**config.mk**
```make
export PLATFORM = sky130hd
export DESIGN_NAME = sec_counter_split
export DESIGN_NICKNAME = d
export VERILOG_FILES = /design/src/rtl/sec_counter_split.sv
export SDC_FILE = /design/constraint.sdc
export NUM_CORES = 1
export LEC_CHECK = 0
export CORE_MARGIN = 2
export CORE_UTILIZATION = 57
export DETAILED_ROUTE_END_ITERATION = 6
export MAX_ROUTING_LAYER = met4
export PLACE_DENSITY_LB_ADDON = 0.08
export SYNTH_ARGS = -nofsm -noshare
export SYNTH_HDL_FRONTEND = slang
export SYNTH_SLANG_ARGS = --single-unit
export TNS_END_PERCENT = 20
```
**constraint.sdc**
```tcl
create_clock -name clk -period 2.7 [get_ports clk]
set_input_delay 0.54 -clock clk [delete_from_list [all_inputs] [get_ports clk]]
set_output_delay 0.54 -clock clk [all_outputs]
set_load 0.05 [all_outputs]
```
**src/rtl/sec_counter_split.sv**
```systemverilog
module sec_counter_split #(
  parameter int PRE_W  = 15,
  parameter int SEC_W  = 48,
  parameter int ADDR_W = 8
) (
  input  logic              clk,
  input  logic              rst_n,
  input  logic              slow_tick_i,
  input  logic              bus_rd_i,
  input  logic              bus_wr_i,
  input  logic [ADDR_W-1:0] bus_addr_i,
  input  logic [31:0]       bus_wdata_i,
  output logic [31:0]       bus_rdata_o,
  output logic              bus_rvalid_o
);
  localparam int HI_W = SEC_W - 32;
  localparam logic [ADDR_W-1:0] A_LO   = ADDR_W'(8'h08);
  localparam logic [ADDR_W-1:0] A_HI   = ADDR_W'(8'h0C);
  localparam logic [ADDR_W-1:0] A_CTL  = ADDR_W'(8'h50);
  localparam logic [ADDR_W-1:0] A_PEND = ADDR_W'(8'h68);
  localparam logic [1:0] MODE_FREEZE = 2'd2;

  logic [2:0]       tk_sync;
  logic             tick;
  logic [SEC_W-1:0] sec_q, sec_nxt;
  logic [PRE_W-1:0] pre_q, pre_nxt;
  logic [31:0]      stage_lo;
  logic [HI_W-1:0]  stage_hi, shadow_q;
  logic             pend_lo, pend_hi, seen_lo, seen_hi;
  logic             commit_lo, commit_hi, frozen_q;
  logic [1:0]       mode_q;
  logic             wr_lo, wr_hi, wr_ctl, rd_lo, rd_hi;

  assign tick      = tk_sync[1] & ~tk_sync[2];
  assign wr_lo     = bus_wr_i && (bus_addr_i == A_LO);
  assign wr_hi     = bus_wr_i && (bus_addr_i == A_HI);
  assign wr_ctl    = bus_wr_i && (bus_addr_i == A_CTL);
  assign rd_lo     = bus_rd_i && (bus_addr_i == A_LO);
  assign rd_hi     = bus_rd_i && (bus_addr_i == A_HI);
  assign commit_lo = pend_lo && tick && seen_lo;
  assign commit_hi = pend_hi && tick && seen_hi;

  always_ff @(posedge clk) begin
    if (!rst_n) tk_sync <= '0;
    else        tk_sync <= {tk_sync[1:0], slow_tick_i};
  end

  always_comb begin
    sec_nxt = sec_q;
    pre_nxt = pre_q;
    if (tick) begin
      pre_nxt = pre_q + 1'b1;
      if (&pre_q) sec_nxt = sec_q + 1'b1;
    end
    if (commit_lo) begin
      sec_nxt[31:0]       = stage_lo;
      sec_nxt[SEC_W-1:32] = sec_q[SEC_W-1:32];
      pre_nxt             = '0;
    end
    if (commit_hi) sec_nxt[SEC_W-1:32] = stage_hi;
  end

  always_ff @(posedge clk) begin
    if (!rst_n) begin
      sec_q <= '0;
      pre_q <= '0;
    end else begin
      sec_q <= sec_nxt;
      pre_q <= pre_nxt;
    end
  end

  always_ff @(posedge clk) begin
    if (!rst_n) begin
      stage_lo <= '0;
      pend_lo  <= 1'b0;
      seen_lo  <= 1'b0;
    end else if (wr_lo) begin
      stage_lo <= bus_wdata_i;
      pend_lo  <= 1'b1;
      seen_lo  <= 1'b0;
    end else if (pend_lo && tick) begin
      if (seen_lo) pend_lo <= 1'b0;
      seen_lo <= 1'b1;
    end
  end

  always_ff @(posedge clk) begin
    if (!rst_n) begin
      stage_hi <= '0;
      pend_hi  <= 1'b0;
      seen_hi  <= 1'b0;
    end else if (wr_hi) begin
      stage_hi <= bus_wdata_i[HI_W-1:0];
      pend_hi  <= 1'b1;
      seen_hi  <= 1'b0;
    end else if (pend_hi && tick) begin
      if (seen_hi) pend_hi <= 1'b0;
      seen_hi <= 1'b1;
    end
  end

  always_ff @(posedge clk) begin
    if (!rst_n) begin
      mode_q   <= '0;
      shadow_q <= '0;
      frozen_q <= 1'b0;
    end else begin
      if (wr_ctl) mode_q <= bus_wdata_i[25:24];
      if (rd_lo && mode_q == MODE_FREEZE) begin
        shadow_q <= sec_q[SEC_W-1:32];
        frozen_q <= 1'b1;
      end else if (rd_hi) begin
        frozen_q <= 1'b0;
      end
    end
  end

  always_ff @(posedge clk) begin
    if (!rst_n) begin
      bus_rvalid_o <= 1'b0;
      bus_rdata_o  <= '0;
    end else begin
      bus_rvalid_o <= bus_rd_i;
      if (bus_rd_i) begin
        case (bus_addr_i)
          A_LO:    bus_rdata_o <= sec_q[31:0];
          A_HI:    bus_rdata_o <= 32'(frozen_q ? shadow_q : sec_q[SEC_W-1:32]);
          A_CTL:   bus_rdata_o <= {6'b0, mode_q, 24'b0};
          A_PEND:  bus_rdata_o <= {30'b0, pend_hi, pend_lo};
          default: bus_rdata_o <= '0;
        endcase
      end
    end
  end

  AST_RVALID_NEXT: assert property (@(posedge clk) disable iff (!rst_n)
    bus_rd_i |=> bus_rvalid_o);
  AST_SEC_STEP: assert property (@(posedge clk) disable iff (!rst_n)
    (sec_q != $past(sec_q)) |-> ((sec_q == $past(sec_q) + SEC_W'(1)) || $past(commit_lo || commit_hi)));
  AST_SEC_ON_TICK: assert property (@(posedge clk) disable iff (!rst_n)
    !tick |=> $stable(sec_q));
  AST_PEND_LO_SRC: assert property (@(posedge clk) disable iff (!rst_n)
    $rose(pend_lo) |-> $past(wr_lo));
  AST_PEND_HI_SRC: assert property (@(posedge clk) disable iff (!rst_n)
    $rose(pend_hi) |-> $past(wr_hi));
  AST_SHADOW_HELD: assert property (@(posedge clk) disable iff (!rst_n)
    (frozen_q && !(rd_lo && mode_q == MODE_FREEZE)) |=> $stable(shadow_q));
  AST_PRE_RESTART: assert property (@(posedge clk) disable iff (!rst_n)
    commit_lo |=> (pre_q == '0));
endmodule

```
Word level (Yosys, flattened, before mapping)
Index checks and enable logic that the tools add are counted.

Add/subtract/negate cells: 2. Mux-type cells: 14. Div/mod/pow operators: 0. Equality and inequality tests: 6. Bitwise logic cells: 3. $lt $le $gt $ge: 0. Shift-type cells: 0. Reduce and logical (&&, ||, !) cells: 27. Multipliers: 0.

Operators with widths (count): $mux 48 (3); $pmux 32 s4 (1); $add 48x1->48 const B (1); $mux 16 (2); $reduce_bool 2->1 (9); $eq 8x4->1 const B (2); $eq 8x7->1 const B (2); $add 15x1->15 const B (1); $reduce_and 15->1 (1); $logic_and 1x1->1 (10); $mux 1 (8); $reduce_and 2->1 (3); $reduce_or 2->1 (3); $reduce_and 3->1 (1); $eq 2x2->1 const B (1); $ne 2x1->1 const B (1); $not 1->1 (2); $and 1x1->1 (1).

Register bits: 170. Memory bits (writable): 0. Output and inout port bits: 33. Memories: 0. Memory bits (read-only): 0. Bits of input ports: 45. Word-level logic and storage cells: 67. Latch bits: 0.

Longest topological paths before layout
Gate-level depths: netlist (run 1).

Word-level depth: 6. Mapped depth: 8. Mapped depth without buffers: 7.

Worst setup path before layout (run 1)
Ideal clock, no wire load.

Path kind: input to register. Start point: input port bus_addr_i[1]. End point: register shadow_q[7]. Data required time: 2.624 ns. Setup slack: 0.403 ns. Buffers on the path: 2. Arrival: 2.221 ns. Setup time: 0.076 ns. Stages: 8. Path through: or3_1 > nand2b_1 > nor4_4 > and4b_1 > clkbuf_2 > buf_2 > nand2_1 > a21boi_0.

Longest elaborated chain between the ends: 3.

Ends and longest elaborated chain: start, declared (RTL line 11) `input logic [ADDR_W-1:0] bus_addr_i,`; $eq 8x4->1 (RTL line 38) `assign rd_lo = bus_rd_i && (bus_addr_i == A_LO);`; $logic_and 1x1->1 (RTL line 38); $logic_and 1x1->1 (RTL line 110) `if (rd_lo && mode_q == MODE_FREEZE) begin`; end signal, assigned (RTL line 111) `shadow_q <= sec_q[SEC_W-1:32];`; end, declared (RTL line 28) `logic [HI_W-1:0] stage_hi, shadow_q;`.

Every way passes these cells. A chain may end at the register's enable or synchronous reset.

Worst setup path in the final report (run 1)
Start point: register pre_q[0]. End point: register sec_q[40].

Longest elaborated chain between the ends: 3.

Ends and longest elaborated chain: start, declared (RTL line 26) `logic [PRE_W-1:0] pre_q, pre_nxt;`; start signal, assigned (RTL line 69) `pre_q <= pre_nxt;`; $reduce_and 15->1 (RTL line 53) `if (&pre_q) sec_nxt = sec_q + 1'b1;`; $reduce_bool 2->1 (no source line); $reduce_and 3->1 (no source line); end signal, assigned (RTL line 68) `sec_q <= sec_nxt;`; end, declared (RTL line 25) `logic [SEC_W-1:0] sec_q, sec_nxt;`.

Every way passes these cells.

==> results of run 1 <==
kinds of logic after synthesis:
kind of cell             after synthesis  synth area share (%)
AND/OR/NAND/NOR                      325                  21.3
adder cells (fa/ha/maj)                2                 0.331
flip-flops                           170                  45.0
multiplexers                          19                  2.55
buffers and inverters                 66                  3.44
XOR/XNOR                              46                  5.33
AO/OA/AOI/OAI                        240                  22.0
report_power, final:
group          leakage [nW]  total, W  internal [W]  switching [W]
clock network         0.325   0.00273       0.00174       0.000995
logic                  1.61  0.000275      0.000123       0.000152
registers              1.37   0.00254       0.00253      0.0000124
total                  3.31   0.00555       0.00439        0.00116
worst max-delay path, stage by stage, from the launching register on:
cell	delay, ps
dfxtp_1	390
ha_1	230
nand4b_2	180
or4_1	600
nor3_1	290
buf_4	250
nor2_1	80
o21a_1	160
o221a_2	230
flip-flops by register name (all words and copies together), names as in the netlist:
name,cells
seen_lo,1
frozen_q,1
mode_q,2
bus_rdata_o,32
seen_hi,1
stage_lo,32
bus_rvalid_o,1
stage_hi,16
sec_q,48
tk_sync,3
pend_lo,1
shadow_q,16
pend_hi,1
pre_q,15
worst max path at each step:
stage / slack [ps] / end
floorplan: 400 / shadow_q[7]$_SDFFE_PN0P_
global placement: 70 / shadow_q[8]$_SDFFE_PN0P_
detailed placement: -70 / bus_rdata_o[6]$_SDFFE_PN0P_
CTS: 180 / sec_q[40]$_SDFFE_PN0P_
global route: 70 / sec_q[40]$_SDFFE_PN0P_
finish: 180 / sec_q[40]$_SDFFE_PN0P_
cells in the mapped netlist, drive strengths merged (18+ instances only):
cell    instances
o211a          18
a21boi         53
nand2         135
xnor2          23
a21oi          44
nand3          50
dfxtp         170
xor2           23
nor2           43
o21ai          52
clkbuf         53
a22o           33
per-stage QoR:
step           instances  hold slack, ps
3_3_place_gp        1099             426
3_5_place_dp        1099             434
2_1_floorplan        868             412
4_1_cts             1130             428
6_report            1130             433
5_1_grt             1130             454
final cells by class:
type,count,area [um2]
multi-input combinational,632,3900
fill,996,3770
sequential,170,3400
timing repair buffer,116,1110
clock buffer,21,480
tap,176,220
clock inverter,10,189
inverter,5,18.8
per-layer routing:
layer  global-route usage (%)  vias to the layer above  part of all wire [%]
li1                         -                     3281                     -
met1                     39.9                     3261                    43
met2                     49.1                      289                    47
met3                     5.56                       57                   6.5
met4                     14.3                        0                   3.7
met5                        -                        -                     0
==> impl_metrics.csv, run 1 <==
group,metric,value,unit
critical_path,crit_start,"pre_q[0]$_SDFFE_PP0N_",
sta,max_freq,397,MHz
drt,via_per_inst,6.10,
run_status,status,"finished clean",
final_layout,final_common_cell,"dfxtp_1",
logic_synthesis,yosysSeqAreaShare,45.0,%
floorplan,start_util,57.8,%
clocking,hold_buffers,0,
logic_synthesis,syn-instance-count,868,
drt,ant_nets,0,
placed_design,numPortBuffers,77,
drt,vias,6888,
floorplan,num_io_pins,78,
placed_design,place_area,8650,um2
critical_path,cp-start-kind,"flop",
grt,antenna_found_initial,0,
sta,maxSlewHeadroom,37.2,%
final_layout,drive_above_1_share,8.81,%
critical_path,ff2ff_setup_slack,180,ps
final_layout,areaGrowthSynthToFinish,23.3,%
clocking,cts_tree,"yes",
clocking,postCtsSetupRepairBufs,0,
pwr,power,0.00555,W
logic_synthesis,synth_top_area_share,45.0,%
critical_path,endpoint_kind,"flop",
floorplan,rows,42,
logic_synthesis,synth_top_area_cell,"dfxtp_1",
floorplan,core,13100,um2
worst_hold_path,hold_end,"sec_q[25]$_SDFFE_PN0P_",
placed_design,gp_congestion,0.915,
floorplan,die_h,119,um
critical_path,rr_endpoint,"sec_q[40]$_SDFFE_PN0P_",
sta,fin_crit,2520,ps
grt,grt-ovfl-total,0,
pwr,ir_worst_vdd,448,uV
worst_hold_path,min_path_cells,3,
sta,worst_pin_slew,941,ps
logic_synthesis,synth_flop_cell,"dfxtp_1",
sta,grt_setup_unrepaired,"false",
drt,drc,0,
drt,drt_first_pass_iters,5,
sta,timing.final.crit_share,93.4,%
logic_synthesis,synth_warnings,0,
clocking,htree_levels,4,
sta,setup_viol,0,
grt,grt_first_pass_wirelength,34.1,mm
final_layout,utilization,71.2,%
logic_synthesis,synth_edf_count,0,
flow_run,maxCapViolations,0,
grt,grt_max_degree,76,
critical_path,critical_path.max_fanout,11,
final_layout,mostFrequentLayoutCells,"dfxtp_1 (170), nand2_1 (134), clkdlybuf4s50_1 (76)",
logic_synthesis,synth.top_cells.by_area,"dfxtp_1 (45%), nand2_1 (6.7%), a21boi_0 (5.2%)",
logic_synthesis,yosys_register_bits,170,
sta,tns,0,ps
logic_synthesis,syn_nets,915,
critical_path,cp.arrival,2840,ps
drt,drt_iter0_markers,547,
critical_path,critPathKind,"reg -> reg",
drt,routedWlPerCell,18.7,um
sta,fin_ws,178,ps
worst_hold_path,hp-start,"rst_n",
critical_path,r2r_start,"pre_q[0]$_SDFFE_PP0N_",
clocking,clk_pin_slew,60,ps
final_layout,final_area,9320,um2
logic_synthesis,async_reset_ff_share,0,%
clocking,cts-root-buf,"clkbuf_16",
critical_path,worstPathRequired,3020,ps
grt,grt_pass1_vias,6582,
clocking,cts_buffer_depth,2,
pwr,power.leakage,3.31,nW
clocking,ctsResizeCount,0,
floorplan,die_x,119,um
sta,fin_worst_skew,8.35,ps
drt,totalWireLength,21.1,mm
grt,grt_util_all_layers,31.4,%
floorplan,dieArea,14200,um2
placed_design,dp.final_hpwl,15.0,mm
logic_synthesis,synthDistinctLibCells,55,
final_layout,diodes,0,
critical_path,r2r_cells,8,
logic_synthesis,netlist_area,7560,um2
final_layout,fin_nets,989,
sta,hold_viol,0,
sta,maxSlewViolCount,0,
worst_hold_path,hold_class,"in -> reg",
clocking,clock_sinks,170,
clocking,cts_made_buffers,17,
placed_design,pre_cts_ws,-73.8,ps
logic_synthesis,syn_area_per_cell,8.71,um2
pwr,p_per_area,595,nW/um2
clocking,clk_latency,430,ps
Power figures use the tool's default switching activity.
==> run 2, diff against run 1 <==
--- a/config.mk
+++ b/config.mk
@@ -6,7 +6,8 @@
 export NUM_CORES = 1
 export LEC_CHECK = 0
 export CORE_MARGIN = 2
-export CORE_UTILIZATION = 57
+export CORE_UTILIZATION = 59
+export CTS_BUF_LIST = sky130_fd_sc_hd__clkbuf_8
 export DETAILED_ROUTE_END_ITERATION = 6
 export MAX_ROUTING_LAYER = met4
 export PLACE_DENSITY_LB_ADDON = 0.08
==> run 2 against run 1 <==
Compared with the run above:
- sequential power about the same
- count of clock-buffer cells in the layout decreased by 4
- maximum frequency grew 3.3%
- wire length decreased by 2.6%
- global-route usage shrank 0.13 points
- die area is 3.3% lower
- final cell count about the same
- critical path type unchanged
- combinational power about the same
- design area shrank 2.6%
- setup slack better by 80 ps
==> impl_metrics.csv, run 2 (synthesis gave the netlist of run 1 again) <==
group,metric,value,unit
clocking,hold_buffers,0,
drt,routedWlPerCell,18.2,um
critical_path,cp.depth,8,
grt,antenna_found_initial,0,
clocking,cts_tree,"yes",
drt,drt_iter0_markers,557,
critical_path,cp.arrival,2800,ps
clocking,clk_pin_slew,90,ps
drt,drc,0,
sta,fin_worst_skew,9.74,ps
grt,grt_max_degree,91,
critical_path,critical_path.max_fanout,11,
pwr,p_per_area,506,nW/um2
grt,grt_first_pass_wirelength,32.1,mm
critical_path,critPathKind,"reg -> reg",
placed_design,place_area,8680,um2
sta,worst_pin_slew,934,ps
pwr,seq_power_share,55.1,%
pwr,combPwrFrac,5.9,%
sta,grt_setup_unrepaired,"false",
final_layout,final_area,9080,um2
final_layout,diodes,0,
critical_path,cp-start-kind,"flop",
sta,hold_viol,0,
clocking,clock_sinks,170,
critical_path,cp.buffers_inverters,1,
sta,fin_ws,258,ps
floorplan,num_io_pins,78,
grt,grt_pass1_vias,6320,
drt,ant_nets,0,
sta,setup_viol,0,
final_layout,mostFrequentLayoutCells,"dfxtp_1 (170), nand2_1 (134), clkdlybuf4s50_1 (76)",
sta,whs,413,ps
worst_hold_path,hp-start,"rst_n",
critical_path,r2r_cells,8,
final_layout,final_common_cell,"dfxtp_1",
pwr,ir_worst_vdd,667,uV
floorplan,core,12600,um2
critical_path,worstPathRequired,3060,ps
worst_hold_path,min_path_cells,2,
final_layout,largest_reg_flops,48,
drt,via_per_inst,6.01,
clocking,ctsResizeCount,0,
pwr,p_int,0.00342,W
sta,fin_crit,2440,ps
critical_path,critPathMaxStageDelay,590,ps
worst_hold_path,hold_class,"in -> reg",
critical_path,r2r_start,"pre_q[0]$_SDFFE_PP0N_",
drt,drt_first_pass_iters,7,
pwr,p_clk_share,38.9,%
clocking,postCtsSetupRepairBufs,0,
sta,maxSlewViolCount,0,
sta,tns,0,ps
run_status,status,"finished clean",
final_layout,drive_above_1_share,9.09,%
sta,maxSlewHeadroom,37.6,%
placed_design,numPortBuffers,77,
floorplan,rows,41,
grt,grt_util_all_layers,31.3,%
drt,totalWireLength,20.6,mm
critical_path,crit_start,"pre_q[0]$_SDFFE_PP0N_",
floorplan,dieArea,13700,um2
final_layout,areaGrowthSynthToFinish,20.1,%
sta,timing.final.crit_share,90.4,%
final_layout,multi_input_area,3900,um2
final_layout,utilization,72.2,%
critical_path,path_cells,"ha_1, nand4b_2, or4_1, nor3_1, buf_4, nor2_1, o21a_1, o221a_2",
clocking,cts_made_buffers,17,
clocking,cts-root-buf,"clkbuf_8",
clocking,clk_latency,460,ps
critical_path,crit_family,"simple AND/OR/NAND/NOR gates",
grt,grt-ovfl-total,0,
final_layout,final.fill_count,983,
critical_path,slowest_stage,"or4_1",
critical_path,endpoint_kind,"flop",
drt,vias,6780,
sta,max_freq,410,MHz
placed_design,pre_cts_ws,8.84,ps
pwr,p_switching,0.00118,W
pwr,power.leakage,3.20,nW
final_layout,regMostFlops,"sec_q",
clocking,cts_buffer_depth,2,
clocking,htree_levels,4,
pwr,swShare,25.7,%
floorplan,die_x,117,um
placed_design,dp.final_hpwl,14.8,mm
floorplan,die_h,117,um
final_layout,regArea,3400,um2
placed_design,gp_congestion,0.944,
floorplan,start_util,60.1,%
flow_run,maxCapViolations,0,
final_layout,reg.largest.list,"sec_q x48, bus_rdata_o x32, stage_lo x32",
final_layout,fin_nets,991,
## run 2: worst paths after layout
path	to	slack (ps)
max	sec_q[40]$_SDFFE_PN0P_	260
min	mode_q[1]$_SDFFE_PN0P_	410
max reg2reg	sec_q[40]$_SDFFE_PN0P_	260
min reg2reg	tk_sync[1]$_SDFF_PN0_	470
## run 2: final cells by class
type / instances / share of cell area (%)
Sequential cell: 170 / 37.5
Timing Repair Buffer: 118 / 12.7
Inverter: 5 / 0.207
Tap cell: 172 / 2.37
Clock buffer: 17 / 2.58
Clock inverter: 15 / 1.74
Multi-Input combinational cell: 632 / 43.0
## run 2: metal layers
layer	track usage [%]	up-vias	part of all wire, %
met5	-	-	0
met4	10.7	0	2.9
met3	6.23	34	5.9
met2	51.3	239	48
met1	38.6	3225	43
li1	-	3282	-
## run 2: per-stage QoR
stage | total power [W] | instances
floorplan | 0.00273 | 868
detailed placement | 0.00287 | 1097
global placement | 0.00286 | 1097
global route | 0.00475 | 1129
CTS | 0.00462 | 1129
finish | 0.00460 | 1129
## run 2: power by group through the flow
stage,clock network [W],logic (W),registers (W)
after global placement,0,0.000268,0.00259
final,0.00179,0.000273,0.00253
after global routing,0.00192,0.000291,0.00254
after detailed placement,0,0.000273,0.00259
after CTS,0.00181,0.000274,0.00253
after floorplan,0,0.0000956,0.00264
==> run 3, diff against run 2 <==
--- a/config.mk
+++ b/config.mk
@@ -6,11 +6,12 @@
 export NUM_CORES = 1
 export LEC_CHECK = 0
 export CORE_MARGIN = 2
-export CORE_UTILIZATION = 59
+export CORE_UTILIZATION = 60
 export CTS_BUF_LIST = sky130_fd_sc_hd__clkbuf_8
 export DETAILED_ROUTE_END_ITERATION = 6
 export MAX_ROUTING_LAYER = met4
 export PLACE_DENSITY_LB_ADDON = 0.08
+export SKIP_CTS_REPAIR_TIMING = 1
 export SYNTH_ARGS = -nofsm -noshare
 export SYNTH_HDL_FRONTEND = slang
 export SYNTH_SLANG_ARGS = --single-unit
==> constraint.sdc (replaced) <==
create_clock -name clk -period 3.2 [get_ports clk]
set_input_delay 0.64 -clock clk [delete_from_list [all_inputs] [get_ports clk]]
set_output_delay 0.64 -clock clk [all_outputs]
set_load 0.05 [all_outputs]
==> run 3 against run 2 <==
Compared with the run above:
- maximum frequency decreased by 8.2%
- critical path depth fell by 1
- wire length decreased by 5.1%
- global-route usage is 0.69 points lower
- utilization shrank 1.2 points
- final cell count decreased by 2.0%
- hold slack improved by 48 ps
- die area down 1.6%
- sequential share of layout area rose by 0.93 points
- combinational power down 18%
- non-clock buffer count decreased by 21
- critical path type unchanged
- largest power group unchanged
- highest routed layer unchanged
==> impl_metrics.csv, run 3 (synthesis gave the netlist of run 1 again) <==
group,metric,value,unit
drt,via_per_inst,6.00,
placed_design,dp.final_hpwl,14.1,mm
clocking,clock_sinks,170,
critical_path,rr_endpoint,"sec_q[21]$_SDFFE_PN0P_",
grt,grt-ovfl-total,0,
floorplan,start_util,60.6,%
critical_path,endpoint_kind,"flop",
grt,grt_max_degree,79,
sta,grt_setup_unrepaired,"false",
grt,grt_util_all_layers,30.6,%
final_layout,final_common_cell,"dfxtp_1",
final_layout,mostFrequentLayoutCells,"dfxtp_1 (170), nand2_1 (134), clkdlybuf4s50_1 (76)",
final_layout,fin_nets,970,
sta,tns,0,ps
critical_path,worstPathRequired,3510,ps
final_layout,regArea,3400,um2
critical_path,ff2ff_setup_slack,540,ps
placed_design,gp_congestion,0.964,
clocking,cts_made_buffers,17,
pwr,power.leakage,3.08,nW
worst_hold_path,hp-start,"tk_sync[0]$_SDFF_PN0_",
final_layout,diodes,0,
grt,grt_pass1_vias,6167,
sta,setup_viol,0,
critical_path,critical_path.max_fanout,9,
sta,fin_crit,2660,ps
sta,worst_pin_slew,966,ps
floorplan,core,12500,um2
sta,maxSlewViolCount,0,
worst_hold_path,hold_class,"reg -> reg",
final_layout,final_area,8860,um2
floorplan,die_h,116,um
critical_path,slowest_stage,"nor4_4",
final_layout,drive_above_1_share,6.53,%
sta,fin_worst_skew,13.1,ps
final_layout,largest_reg_flops,48,
critical_path,cp.arrival,2970,ps
floorplan,rows,41,
critical_path,cp-start-kind,"flop",
grt,antenna_found_initial,0,
sta,hold_viol,0,
sta,timing.final.crit_share,83.1,%
final_layout,multi_input_area,3900,um2
final_layout,areaGrowthSynthToFinish,17.2,%
final_layout,regMostFlops,"sec_q",
clocking,cts_buffer_depth,2,
placed_design,place_area,8460,um2
clocking,cts-root-buf,"clkbuf_8",
drt,drt_iter0_markers,537,
grt,grt_first_pass_wirelength,31.1,mm
drt,ant_nets,0,
final_layout,reg.largest.list,"sec_q x48, bus_rdata_o x32, stage_lo x32",
floorplan,num_io_pins,78,
critical_path,path_cells,"ha_1, nand4b_2, nor4_4, nand3_4, or4_1, xor2_1, a21oi_1",
clocking,clk_latency,460,ps
drt,drc,0,
drt,totalWireLength,19.5,mm
critical_path,critPathKind,"reg -> reg",
worst_hold_path,min_path_cells,1,
worst_hold_path,hold_end,"tk_sync[1]$_SDFF_PN0_",
floorplan,die_x,116,um
drt,routedWlPerCell,17.7,um
placed_design,numPortBuffers,77,
critical_path,critPathMaxStageDelay,680,ps
clocking,cts_tree,"yes",
drt,vias,6639,
clocking,htree_levels,4,
sta,max_freq,376,MHz
pwr,p_per_area,439,nW/um2
run_status,status,"finished clean",
pwr,ir_worst_vdd,391,uV
flow_run,maxCapViolations,0,
floorplan,dieArea,13500,um2
sta,maxSlewHeadroom,35.5,%
final_layout,final.fill_count,1031,
critical_path,r2r_start,"pre_q[0]$_SDFFE_PP0N_",
drt,drt_first_pass_iters,5,
clocking,clk_pin_slew,80,ps
critical_path,r2r_cells,7,
[run 3: cell count changes in the layout (fill, tap and decap cells not counted), sizes merged]
cell / before / now
buf: 42 / 21
bufinv: 1 / 3
clkbuf: 17 / 19
clkinv: 7 / 4
clkinvlp: 0 / 2
inv: 12 / 7
[run 3: how the worst max path moves through the flow]
stage                                         endpoint  cells after the start  slack, ps             startpoint
after global routing            sec_q[47]$_SDFFE_PN0P_                      6        340  sec_q[2]$_SDFFE_PN0P_
after detailed placement  bus_rdata_o[15]$_SDFFE_PN0P_                      8        280          bus_addr_i[1]
final                           sec_q[21]$_SDFFE_PN0P_                      7        540  pre_q[0]$_SDFFE_PP0N_
after CTS                       sec_q[21]$_SDFFE_PN0P_                      7        550  pre_q[0]$_SDFFE_PP0N_
after floorplan               shadow_q[7]$_SDFFE_PN0P_                      8        800          bus_addr_i[1]
after global placement    bus_rdata_o[12]$_SDFFE_PN0P_                      8        360          bus_addr_i[1]
[run 3: final cells by class]
| class | instances | area share [%] |
|---|---|---|
| timing repair buffer | 97 | 10.5 |
| tap | 172 | 2.43 |
| sequential | 170 | 38.4 |
| clock buffer | 19 | 2.95 |
| multi-input combinational | 632 | 44.0 |
| clock inverter | 11 | 1.48 |
| inverter | 5 | 0.212 |
[run 3: routing by layer]
metal	part of all wire, %	vias to the layer above	track usage, %	routed length (um)
met5	0	-	-	0
met4	2.4	0	11.7	478
met3	5.5	31	5.24	1070
met2	48	223	48.8	9360
met1	44	3156	39.1	8630
li1	-	3229	-	-
[run 3: critical path: cells and delay by family, from the launching register on]
| family | cells | cell delay (ps) |
|---|---|---|
| and+or+nand+nor | 4 | 1660 |
| AOI/OAI and AO/OA | 1 | 80 |
| xor gates and xnor gates | 1 | 160 |
| DFF | 1 | 390 |
| adders and majority gates | 1 | 230 |
[run 3: per-stage QoR]
step	hold slack [ps]	utilization, %	total power, W	setup slack (ps)	instances
finish	461	71.1	0.00389	541	1106
global route	470	71.1	0.00402	343	1106
CTS	466	71.1	0.00391	547	1106
detailed placement	450	67.9	0.00241	285	1076
global placement	423	67.9	0.00241	361	1076
floorplan	412	-	0.00231	803	868
[run 3: report_power, final]
group | switching, W | internal [W] | total, W
Sequential | 0.00000977 | 0.00213 | 0.00214
Clock | 0.000738 | 0.000792 | 0.00153
Combinational | 0.000123 | 0.000101 | 0.000224
